--- src/rtl/sercom_pkg.sv ---
package sercom_pkg;

    typedef enum logic [2:0] {
        PAR_NONE  = 3'd0,
        PAR_ODD   = 3'd1,
        PAR_EVEN  = 3'd2,
        PAR_MARK  = 3'd3,
        PAR_SPACE = 3'd4
    } par_e;

    typedef enum logic [1:0] {
        FLOW_NONE = 2'd0,
        FLOW_HW   = 2'd1,
        FLOW_SW   = 2'd2
    } flow_e;

    typedef enum logic [2:0] {
        TX_IDLE, TX_LEAD, TX_START, TX_DATA, TX_PAR, TX_STOP
    } tx_st_e;

    typedef enum logic [2:0] {
        RX_IDLE, RX_START, RX_DATA, RX_PAR, RX_STOP
    } rx_st_e;

    localparam logic [7:0] PAUSE_CHAR  = 8'h13;
    localparam logic [7:0] RESUME_CHAR = 8'h11;

    // Parity bit required for an already masked data word
    function automatic logic par_bit(input par_e mode, input logic [7:0] word);
        case (mode)
            PAR_ODD:  return ~(^word);
            PAR_EVEN: return ^word;
            PAR_MARK: return 1'b1;
            default:  return 1'b0;
        endcase
    endfunction

endpackage

--- src/rtl/sercom_tx.sv ---
module sercom_tx
    import sercom_pkg::*;
#(
    parameter int OVS = 16
) (
    input  logic       clk,
    input  logic       rst_n,
    input  logic       tick,
    input  logic       cfg_data7,
    input  logic       cfg_stop2,
    input  par_e       cfg_par,
    input  logic       go_ok,
    input  logic [7:0] tx_data,
    input  logic       tx_valid,
    output logic       tx_ready,
    output logic       txd,
    output logic       drv_en
);

    localparam int CW = (OVS > 1) ? $clog2(OVS) : 1;
    localparam logic [CW-1:0] TCNT_LAST = CW'(OVS - 1);

    typedef struct packed {
        tx_st_e        st;
        logic [CW-1:0] tcnt;
        logic [2:0]    bidx;
        logic [7:0]    shreg;
        logic          pbit;
        logic          sidx;
        logic          data7;
        logic          stop2;
        par_e          par;
        logic          txd;
        logic          den;
    } tx_q_t;

    localparam tx_q_t TX_RST = '{
        st: TX_IDLE, tcnt: '0, bidx: '0, shreg: '0, pbit: 1'b0, sidx: 1'b0,
        data7: 1'b0, stop2: 1'b0, par: PAR_NONE, txd: 1'b1, den: 1'b0
    };

    tx_q_t tx_q, tx_d;
    logic [2:0] last_bit;

    assign last_bit = tx_q.data7 ? 3'd6 : 3'd7;
    assign tx_ready = (tx_q.st == TX_IDLE) && go_ok;
    assign txd      = tx_q.txd;
    assign drv_en   = tx_q.den;

    always_comb begin
        tx_d = tx_q;
        case (tx_q.st)
            TX_IDLE: begin
                tx_d.txd = 1'b1;
                tx_d.den = 1'b0;
                if (tx_valid && go_ok) begin
                    tx_d.st    = TX_LEAD;
                    tx_d.tcnt  = '0;
                    tx_d.data7 = cfg_data7;
                    tx_d.stop2 = cfg_stop2;
                    tx_d.par   = cfg_par;
                    tx_d.shreg = cfg_data7 ? {1'b0, tx_data[6:0]} : tx_data;
                    tx_d.pbit  = par_bit(cfg_par,
                                         cfg_data7 ? {1'b0, tx_data[6:0]} : tx_data);
                    tx_d.den   = 1'b1;
                end
            end
            default: begin
                if (tick) begin
                    if (tx_q.tcnt != TCNT_LAST) begin
                        tx_d.tcnt = tx_q.tcnt + 1'b1;
                    end else begin
                        tx_d.tcnt = '0;
                        case (tx_q.st)
                            TX_LEAD: begin
                                tx_d.st  = TX_START;
                                tx_d.txd = 1'b0;
                            end
                            TX_START: begin
                                tx_d.st   = TX_DATA;
                                tx_d.bidx = '0;
                                tx_d.txd  = tx_q.shreg[0];
                            end
                            TX_DATA: begin
                                if (tx_q.bidx == last_bit) begin
                                    if (tx_q.par != PAR_NONE) begin
                                        tx_d.st  = TX_PAR;
                                        tx_d.txd = tx_q.pbit;
                                    end else begin
                                        tx_d.st   = TX_STOP;
                                        tx_d.sidx = 1'b0;
                                        tx_d.txd  = 1'b1;
                                    end
                                end else begin
                                    tx_d.bidx  = tx_q.bidx + 3'd1;
                                    tx_d.shreg = {1'b0, tx_q.shreg[7:1]};
                                    tx_d.txd   = tx_q.shreg[1];
                                end
                            end
                            TX_PAR: begin
                                tx_d.st   = TX_STOP;
                                tx_d.sidx = 1'b0;
                                tx_d.txd  = 1'b1;
                            end
                            TX_STOP: begin
                                if (tx_q.stop2 && !tx_q.sidx) begin
                                    tx_d.sidx = 1'b1;
                                end else begin
                                    tx_d.st  = TX_IDLE;
                                    tx_d.den = 1'b0;
                                end
                            end
                            default: tx_d.st = TX_IDLE;
                        endcase
                    end
                end
            end
        endcase
    end

    always_ff @(posedge clk) begin
        if (!rst_n) tx_q <= TX_RST;
        else        tx_q <= tx_d;
    end

    AST_LOW_NEEDS_DRIVER: assert property (@(posedge clk) disable iff (!rst_n)
        !txd |-> drv_en);
    AST_DRIVER_LEADS_START: assert property (@(posedge clk) disable iff (!rst_n)
        $fell(txd) |-> $past(drv_en));
    AST_START_NEEDS_PERMIT: assert property (@(posedge clk) disable iff (!rst_n)
        $rose(drv_en) |-> $past(go_ok && tx_valid));

endmodule

--- src/rtl/sercom_rx.sv ---
module sercom_rx
    import sercom_pkg::*;
#(
    parameter int OVS = 16
) (
    input  logic       clk,
    input  logic       rst_n,
    input  logic       tick,
    input  logic       cfg_data7,
    input  par_e       cfg_par,
    input  logic       sw_flow,
    input  logic       rxd,
    input  logic       rx_ready,
    output logic [7:0] rx_data,
    output logic       rx_valid,
    output logic       rx_perr,
    output logic       rx_ferr,
    output logic       paused
);

    localparam int CW = (OVS > 1) ? $clog2(OVS) : 1;
    localparam logic [CW-1:0] TCNT_LAST = CW'(OVS - 1);
    localparam logic [CW-1:0] TCNT_HALF = CW'((OVS / 2) - 1);

    typedef struct packed {
        logic [1:0]    sync;
        rx_st_e        st;
        logic [CW-1:0] tcnt;
        logic [2:0]    bidx;
        logic [7:0]    shreg;
        logic          pbit;
        logic          data7;
        par_e          par;
        logic [7:0]    data;
        logic          valid;
        logic          perr;
        logic          ferr;
        logic          paused;
    } rx_q_t;

    localparam rx_q_t RX_RST = '{
        sync: 2'b11, st: RX_IDLE, tcnt: '0, bidx: '0, shreg: '0, pbit: 1'b0,
        data7: 1'b0, par: PAR_NONE, data: '0, valid: 1'b0, perr: 1'b0,
        ferr: 1'b0, paused: 1'b0
    };

    rx_q_t rx_q, rx_d;
    logic       line;
    logic [7:0] word;
    logic       bad_par;

    assign line     = rx_q.sync[1];
    assign word     = rx_q.data7 ? {1'b0, rx_q.shreg[7:1]} : rx_q.shreg;
    assign bad_par  = (rx_q.par != PAR_NONE) && (rx_q.pbit != par_bit(rx_q.par, word));
    assign rx_data  = rx_q.data;
    assign rx_valid = rx_q.valid;
    assign rx_perr  = rx_q.perr;
    assign rx_ferr  = rx_q.ferr;
    assign paused   = rx_q.paused;

    always_comb begin
        rx_d      = rx_q;
        rx_d.sync = {rx_q.sync[0], rxd};
        if (rx_q.valid && rx_ready) rx_d.valid = 1'b0;
        if (!sw_flow) rx_d.paused = 1'b0;
        case (rx_q.st)
            RX_IDLE: begin
                if (tick && !line) begin
                    rx_d.st    = RX_START;
                    rx_d.tcnt  = '0;
                    rx_d.data7 = cfg_data7;
                    rx_d.par   = cfg_par;
                end
            end
            RX_START: begin
                if (tick) begin
                    if (rx_q.tcnt == TCNT_HALF) begin
                        rx_d.tcnt = '0;
                        rx_d.bidx = '0;
                        rx_d.st   = line ? RX_IDLE : RX_DATA;
                    end else begin
                        rx_d.tcnt = rx_q.tcnt + 1'b1;
                    end
                end
            end
            default: begin
                if (tick) begin
                    if (rx_q.tcnt != TCNT_LAST) begin
                        rx_d.tcnt = rx_q.tcnt + 1'b1;
                    end else begin
                        rx_d.tcnt = '0;
                        case (rx_q.st)
                            RX_DATA: begin
                                rx_d.shreg = {line, rx_q.shreg[7:1]};
                                if (rx_q.bidx == (rx_q.data7 ? 3'd6 : 3'd7))
                                    rx_d.st = (rx_q.par != PAR_NONE) ? RX_PAR : RX_STOP;
                                else
                                    rx_d.bidx = rx_q.bidx + 3'd1;
                            end
                            RX_PAR: begin
                                rx_d.pbit = line;
                                rx_d.st   = RX_STOP;
                            end
                            RX_STOP: begin
                                rx_d.st = RX_IDLE;
                                if (sw_flow && !bad_par && line && word == PAUSE_CHAR) begin
                                    rx_d.paused = 1'b1;
                                end else if (sw_flow && !bad_par && line && word == RESUME_CHAR) begin
                                    rx_d.paused = 1'b0;
                                end else begin
                                    rx_d.data  = word;
                                    rx_d.valid = 1'b1;
                                    rx_d.perr  = bad_par;
                                    rx_d.ferr  = !line;
                                end
                            end
                            default: rx_d.st = RX_IDLE;
                        endcase
                    end
                end
            end
        endcase
    end

    always_ff @(posedge clk) begin
        if (!rst_n) rx_q <= RX_RST;
        else        rx_q <= rx_d;
    end

    AST_HOLD_UNTIL_TAKEN: assert property (@(posedge clk) disable iff (!rst_n)
        rx_valid && !rx_ready |=> rx_valid && $stable(rx_data));
    AST_SHORT_WORD_MSB: assert property (@(posedge clk) disable iff (!rst_n)
        $rose(rx_valid) && rx_q.data7 |-> !rx_data[7]);
    AST_NO_PAUSE_OUT: assert property (@(posedge clk) disable iff (!rst_n)
        $rose(rx_valid) && sw_flow |-> !(rx_data == PAUSE_CHAR && !rx_perr && !rx_ferr));

endmodule

--- src/rtl/sercom_uart.sv ---
module sercom_uart
    import sercom_pkg::*;
#(
    parameter int OVS = 16
) (
    input  logic       clk,
    input  logic       rst_n,
    input  logic       tick,
    input  logic [6:0] cfg_word,
    input  logic [7:0] tx_data,
    input  logic       tx_valid,
    output logic       tx_ready,
    output logic [7:0] rx_data,
    output logic       rx_perr,
    output logic       rx_ferr,
    output logic       rx_valid,
    input  logic       rx_ready,
    output logic       txd,
    input  logic       rxd,
    output logic       rts,
    input  logic       cts,
    output logic       drv_en
);

    logic  cfg_data7;
    logic  cfg_stop2;
    par_e  cfg_par;
    flow_e cfg_flow;
    logic  paused;
    logic  go_ok;

    assign cfg_data7 = cfg_word[0];
    assign cfg_stop2 = cfg_word[1];
    assign cfg_par   = par_e'(cfg_word[4:2]);
    assign cfg_flow  = flow_e'(cfg_word[6:5]);

    always_comb begin
        case (cfg_flow)
            FLOW_HW: begin go_ok = cts;     rts = rx_ready; end
            FLOW_SW: begin go_ok = !paused; rts = 1'b1;     end
            default: begin go_ok = 1'b1;    rts = 1'b1;     end
        endcase
    end

    sercom_tx #(.OVS(OVS)) u_tx (
        .clk      (clk),
        .rst_n    (rst_n),
        .tick     (tick),
        .cfg_data7(cfg_data7),
        .cfg_stop2(cfg_stop2),
        .cfg_par  (cfg_par),
        .go_ok    (go_ok),
        .tx_data  (tx_data),
        .tx_valid (tx_valid),
        .tx_ready (tx_ready),
        .txd      (txd),
        .drv_en   (drv_en)
    );

    sercom_rx #(.OVS(OVS)) u_rx (
        .clk      (clk),
        .rst_n    (rst_n),
        .tick     (tick),
        .cfg_data7(cfg_data7),
        .cfg_par  (cfg_par),
        .sw_flow  (cfg_flow == FLOW_SW),
        .rxd      (rxd),
        .rx_ready (rx_ready),
        .rx_data  (rx_data),
        .rx_valid (rx_valid),
        .rx_perr  (rx_perr),
        .rx_ferr  (rx_ferr),
        .paused   (paused)
    );

    AST_PAUSE_BLOCKS_SEND: assert property (@(posedge clk) disable iff (!rst_n)
        (cfg_flow == FLOW_SW) && paused |-> !tx_ready);
    AST_CTS_BLOCKS_SEND: assert property (@(posedge clk) disable iff (!rst_n)
        (cfg_flow == FLOW_HW) && !cts |-> !tx_ready);

endmodule

--- config.mk ---
export PLATFORM = sky130hd
export DESIGN_NAME = sercom_uart
export DESIGN_NICKNAME = d
export VERILOG_FILES = /design/src/rtl/sercom_pkg.sv /design/src/rtl/sercom_tx.sv /design/src/rtl/sercom_rx.sv /design/src/rtl/sercom_uart.sv
export SDC_FILE = /design/constraint.sdc
export NUM_CORES = 1
export LEC_CHECK = 0
export BUFFER_PORTS_ARGS = -buffer_cell sky130_fd_sc_hd__buf_2
export CORE_MARGIN = 8
export CORE_UTILIZATION = 36
export CTS_BUF_LIST = sky130_fd_sc_hd__clkbuf_8
export DETAILED_ROUTE_END_ITERATION = 10
export HOLD_SLACK_MARGIN = 0.02
export PLACE_DENSITY = 0.52
export SETUP_SLACK_MARGIN = 0.15
export SYNTH_ARGS = -nofsm -noshare
export SYNTH_HDL_FRONTEND = slang
export SYNTH_HIERARCHICAL = 1
export SYNTH_SLANG_ARGS = --single-unit
--- constraint.sdc ---
create_clock -name clk -period 5.3 [get_ports clk]
set_clock_uncertainty 0.05 [all_clocks]
set_input_delay 1.59 -clock clk [delete_from_list [all_inputs] [get_ports clk]]
set_output_delay 1.59 -clock clk [all_outputs]
set_load 0.01 [all_outputs]
==> metrics, run 1 <==
Post-Synthesis Cell Area=3680 um^2; Hold Path End=u_rx/line; Yosys top cell area share=34.8%; Root Buffer=clkbuf_8; vias per cell=5.05; Rel. slew slack=51.6%; total CTS buffers=9; P_int=740 uW; Port Buf Inserts=36; metal3 WL=436 um; Top Metal Used=met4; Post-synth ARST share=0%; drt first pass iters=4; fmax=0.237 GHz; Longest Clk Path Bufs=2; top post-synthesis cells by area=dfxtp_1 35%, mux2i_1 9.0%, nor2b_1 5.3%; fill count=1036; PwrDens=250 nW/um^2; Register Area=1280 um^2; register share of total power=50.7%; count of flip-flops with a built-in enable after synthesis=0; Worst path max stage delay=310 ps; ant diodes=0; CTS tree=built; Initial Util=36.3%; DR vias=2888; Synthesis Warnings=6; register-to-register setup slack=1860 ps; total gr overflow=0; gpl congestion=0.788; cts hold-fix bufs=0; Yosys reg bits=64; per-cell routed wire length=13.6 um; largest net degree at the start of global routing=46; crit start category=primary input; initial antenna violation count=0; RSZ-0062 raised after global routing=false; Synth top cells by count=64 x dfxtp_1, 47 x nand2_1, 33 x mux2i_1; synthesized area per cell=8.89 um^2; Hold Fails Final Rpt=0; Syn Inst Count=414; fin. max-slew vios=0; final instance area=4040 um^2; sw frac=26.7%; Leak=1.66 nW; Iteration-0 DRC Markers=143; P_sw=269 uW; minimum clock period=4220 ps; Netlist cell types=65; nets@finish=465; share of the yosys chip area belonging to registers=34.8%; Final ANT Viol Nets=0; R2R cell count=8; delay-heaviest family, CP=compound AO/OA/AOI/OAI gates; Worst-Skew Late Latency=350 ps; DPL Wire Length=5570 um; Hold Path Depth=1; reg2reg end=u_rx/rx_data[2]; Clk pwr share=37.2%; Slowest-stage cell, CP=a221o_1; Hold Crit Start=u_rx/rx_d[36]; placeable core region=10100 um^2; met1 wire length=3920 um; Total Neg Setup Slack=0 ps; crit path max fanout=3; multi-input logic area=2180 um^2; critical path data arrival time=2580 ps; nature of the critical path endpoint=output pin; worst-margin pin slew=723 ps; Max Cap Viol=0; worst hold path class=flip-flop to flip-flop; Post-Syn Nets=447; Setup Fix Bufs, Post-CTS=0; Gate power share=12.1%; vias in the first global route=2662; drt total wl=7790 um; met2 wire length=3340 um; die height=117 um; Ports=37; row count=37; post-cts resize count=0; most common cell in the netlist=dfxtp_1; Top FF cell, synth=dfxtp_1; most used cell, CP=buf_2; critical-path cell list=buf_2 > inv_1 > ha_1 > a221o_1 > and2_1 > buf_2; worst reg2reg startpoint=u_rx/rx_q[15]; Worst VDD drop=0.000112 V; Worst-path clk slew=70 ps; CP Buf/Inv Count=3; Placed Area=3860 um^2; crit path kind=primary input to output pin; # setup viols final=0; Critical Path RT=3660 ps; first-pass GRT wire length=12800 um; total global routing track utilization=12.0%; die width=117 um; post-route clock period utilization=79.7%; layout cells sized above 1=15.6%; DRC=0; outcome=complete, no violations; P&R area growth vs syn=9.65%; H-Tree Depth=3; cell taking the most area after synthesis=dfxtp_1; clk sinks=64; Die ar.=13700 um^2
-- per-layer routing --
layer / GRT usage, % / vias up
met3: 3.69 / 8
met1: 15.2 / 1341
met5: 0 / -
li1: - / 1484
met4: 5.55 / 0
met2: 18.2 / 55
-- cells by family after synthesis --
kind of cell             Yosys count  share of synthesized area [%]
multiplexers                      41                           11.8
AO/OA/AOI/OAI                     78                           16.0
AND/OR/NAND/NOR                  164                           24.1
buffers and inverters             43                           6.08
adder cells (fa/ha/maj)           12                           4.01
flip-flops                        64                           34.8
XOR/XNOR                          12                           3.23
-- worst register-to-register path, delay by kind of cell (launching register included) --
family / cells / cell delay, ps
adders and majority gates: 1 / 310
xor gates and xnor gates: 3 / 590
muxes: 3 / 1130
AOI/OAI and AO/OA: 1 / 580
DFF: 1 / 670
-- power groups by stage --
stage                     Combinational (mW)  Clock (mW)  Sequential (mW)
after floorplan                        0.101           0            0.514
after global placement                 0.123           0            0.522
after detailed placement               0.123           0            0.523
after CTS                              0.124       0.397            0.512
after global routing                   0.137       0.416            0.514
final                                  0.122       0.375            0.511
-- worst max path at each step --
| stage | from | to | slack (ps) | cells after the start |
|---|---|---|---|---|
| 2_1_floorplan | cfg_word[5] | tx_ready | 1330 | 4 |
| 3_3_place_gp | cfg_word[5] | tx_ready | 1060 | 6 |
| 3_5_place_dp | cfg_word[5] | tx_ready | 1040 | 6 |
| 4_1_cts | cfg_word[5] | tx_ready | 1040 | 6 |
| 5_1_grt | cfg_word[5] | tx_ready | 1000 | 6 |
| 6_report | cfg_word[5] | tx_ready | 1080 | 6 |
-- area by class of cell --
type	count	area share, %
Multi-Input combinational cell	307	53.9
Sequential cell	64	31.7
Timing Repair Buffer	37	4.65
Tap cell	136	4.21
Clock buffer	11	3.75
Inverter	13	1.21
Clock inverter	4	0.527
-- per-stage QoR --
stage          util (%)  worst slack (ps)  hold slack, ps  total power [mW]  cells
6_report           39.8              1080             359              1.01    572
2_1_floorplan         -              1330             336             0.615    414
3_3_place_gp       38.1              1060             345             0.645    557
3_5_place_dp       38.1              1040             358             0.646    557
4_1_cts            39.8              1040             368              1.03    572
5_1_grt            39.8              1000             391              1.07    572
-- layout by cell type, fill, tap and decap left out, drive strengths merged, types with 9 or more instances in the layout --
cell type,synthesis,layout
a21boi,14,14
a21oi,10,10
a22oi,9,9
buf,19,37
clkbuf,11,11
dfxtp,64,64
ha,11,11
inv,13,14
mux2i,34,34
nand2,47,47
nand3,10,10
nor2,20,20
nor2b,31,31
o21ai,13,13
xnor2,11,11
-- registers in the layout, indices dropped and copies added (netlist names) --
| register | count |
|---|---|
| u_rx/rx_data | 8 |
| u_rx/paused | 1 |
| u_rx/rx_perr | 1 |
| u_rx/rx_valid | 1 |
| u_rx/rx_q | 23 |
| u_tx/tx_q | 25 |
| u_rx/line | 1 |
| u_tx/txd | 1 |
| u_tx/drv_en | 1 |
| u_rx/rx_ferr | 1 |
| u_rx/rx_d | 1 |
(Power assumes the default switching activity.)
==> run 2: changes to the inputs <==
Settings changed: PLACE_DENSITY 0.52 to 0.54.
Clock period 5.3 ns to 3.58 ns, I/O delays scaled along.
==> run 2 against run 1 <==
Power is 63% higher. Non-clock buffer count is 5 higher. Worst setup slack worse by 670 ps. Sequential power is 48% higher. Die area stayed put. Critical path type unchanged. Count of clock-buffer cells in the layout stayed put. Combinational power is 52% higher. Register-to-register slack worse by 1400 ps. Hold slack better by 7.9 ps.
==> metrics, run 2 (synthesis results as in run 1) <==
crit path max fanout=3 (unchanged); Root Buffer=clkbuf_8 (unchanged); most used cell, CP=buf_2 (unchanged); Util after Layout=40.7% (was 39.8%); Non-Filler Instances=577 (was 572); Worst path max stage delay=350 ps (was 310 ps); placeable core region=10100 um^2 (unchanged); Hold Path End=u_rx/line (unchanged); gpl congestion=0.820 (was 0.788); Final ANT Viol Nets=0 (unchanged); dpl cells=562 (was 557); Worst-path clk slew=70 ps (about the same); total global routing track utilization=12.4% (was 12.0%); post-cts resize count=0 (unchanged); RSZ-0062 raised after global routing=false (unchanged); vias per cell=5.06 (was 5.05); clk sinks=64 (unchanged); per-cell routed wire length=13.8 um (was 13.6 um); CTS tree=built (unchanged); PwrDens=399 nW/um^2 (was 250 nW/um^2); drt first pass iters=4 (unchanged); Worst-Skew Late Latency=340 ps (was 350 ps); worst-margin pin slew=655 ps (was 723 ps); # setup viols final=0 (unchanged); cts hold-fix bufs=0 (unchanged); Hold Fails Final Rpt=0 (unchanged); largest net degree at the start of global routing=36 (was 46); worst hold path class=flip-flop to flip-flop (unchanged); first-pass GRT wire length=13300 um (was 12800 um); total gr overflow=0 (unchanged); vias in the first global route=2825 (was 2662); outcome=complete, no violations (unchanged); R2R cell count=9 (was 8); commonest non-fill, non-tap cells in the layout=64 x dfxtp_1, 47 x nand2_1, 36 x buf_2 (unchanged); critical-path cell list=buf_2 > inv_1 > ha_1 > a221o_1 > and2_1 > buf_2 (unchanged); reg2reg end=u_rx/rx_ferr (was u_rx/rx_data[2]); Longest Clk Path Bufs=2 (unchanged); initial antenna violation count=0 (unchanged); die height=117 um (unchanged); critical path data arrival time=2050 ps (was 2580 ps); row count=37 (unchanged); H-Tree Depth=3 (unchanged); layout cells sized above 1=16.6% (was 15.6%); DR vias=2917 (was 2888); Max Cap Viol=0 (unchanged); worst reg2reg startpoint=u_rx/rx_q[15] (unchanged); die width=117 um (unchanged); CP startpoint=cfg_word[5] (unchanged); crit path kind=primary input to output pin (unchanged); Leak=1.71 nW (was 1.66 nW); Initial Util=36.3% (unchanged); Ports=37 (unchanged); ant diodes=0 (unchanged); Hold Path Depth=1 (unchanged); Biggest register=u_tx/tx_q (unchanged); Total Neg Setup Slack=0 ps (unchanged); P&R area growth vs syn=12.0% (was 9.65%); nature of the critical path endpoint=output pin (unchanged); post-route clock period utilization=88.6%; Worst VDD drop=0.000156 V (was 0.000112 V); register-to-register setup slack=490 ps (was 1860 ps); max reg flops=25 (unchanged); fill count=1033 (was 1036); Setup Fix Bufs, Post-CTS=0 (unchanged); DPL Wire Length=5770 um (was 5570 um); Slowest-stage cell, CP=a221o_1 (unchanged); fmax=0.315 GHz; Rel. slew slack=55.8% (was 51.6%); DRC=0 (unchanged); drt total wl=7950 um (was 7790 um); total CTS buffers=9 (unchanged); Hold Crit Start=u_rx/rx_d[36] (unchanged); Die ar.=13700 um^2 (unchanged); nets@finish=470 (was 465); fin. max-slew vios=0 (unchanged); Port Buf Inserts=36 (unchanged); Hold Slack=367 ps (was 359 ps); most common cell after layout, fill and taps aside=dfxtp_1 (unchanged); minimum clock period=3170 ps; Iteration-0 DRC Markers=146 (was 143); Critical Path RT=2460 ps (was 3660 ps); crit start category=primary input (unchanged)
run 2: cell types whose count changed in the layout (fill, tap and decap cells not counted), sizes merged:
cell / previous run / this run
buf: 37 / 42
bufinv: 0 / 2
clkinv: 2 / 1
clkinvlp: 1 / 0
run 2: cell type report:
cell class                      instances  area, um^2  area share [%]
Clock buffer                           11         151            3.67
Clock inverter                          4        68.8            1.67
Inverter                               13        48.8            1.18
Multi-Input combinational cell        307        2180            52.8
Sequential cell                        64        1280            31.1
Tap cell                              136         170            4.13
Timing Repair Buffer                   42         225            5.46
run 2: worst max-delay path: cells and delay by family:
family / cells / cell delay, ps
AOI/OAI and AO/OA: 1 / 350
buffers and inverters: 3 / 260
adders and majority gates: 1 / 210
and+or+nand+nor: 1 / 150
run 2: where the power goes:
part | internal, mW | leakage (nW) | total, mW | switching (mW)
Clock | 0.423 | 0.117 | 0.702 | 0.279
Sequential | 0.735 | 0.519 | 0.757 | 0.0225
Combinational | 0.0832 | 1.08 | 0.185 | 0.102
Total | 1.24 | 1.71 | 1.64 | 0.404
run 2: routing by layer:
| layer | global-route usage, % | routed length (um) | vias to the layer above |
|---|---|---|---|
| met5 | 0 | 0 | - |
| met4 | 4.61 | 55 | 0 |
| met3 | 3.85 | 516 | 4 |
| met2 | 19.2 | 3420 | 55 |
| met1 | 15.9 | 3960 | 1362 |
| li1 | - | - | 1496 |
run 2: worst max path at each step:
stage / to / depth (start not counted) / slack (ps)
after global placement: tx_ready / 6 / 440
after floorplan: tx_ready / 4 / 640
after global routing: u_rx/rx_data[7] / 9 / 220
after CTS: tx_ready / 6 / 400
after detailed placement: tx_ready / 6 / 400
final: tx_ready / 6 / 410
run 2: through the flow:
step	total power, mW	setup WS [ps]	instance area, um^2
after floorplan	0.911	643	3680
after global routing	1.73	224	4120
after global placement	0.958	435	3900
final	1.64	408	4120
after CTS	1.67	399	4120
after detailed placement	0.961	403	3900
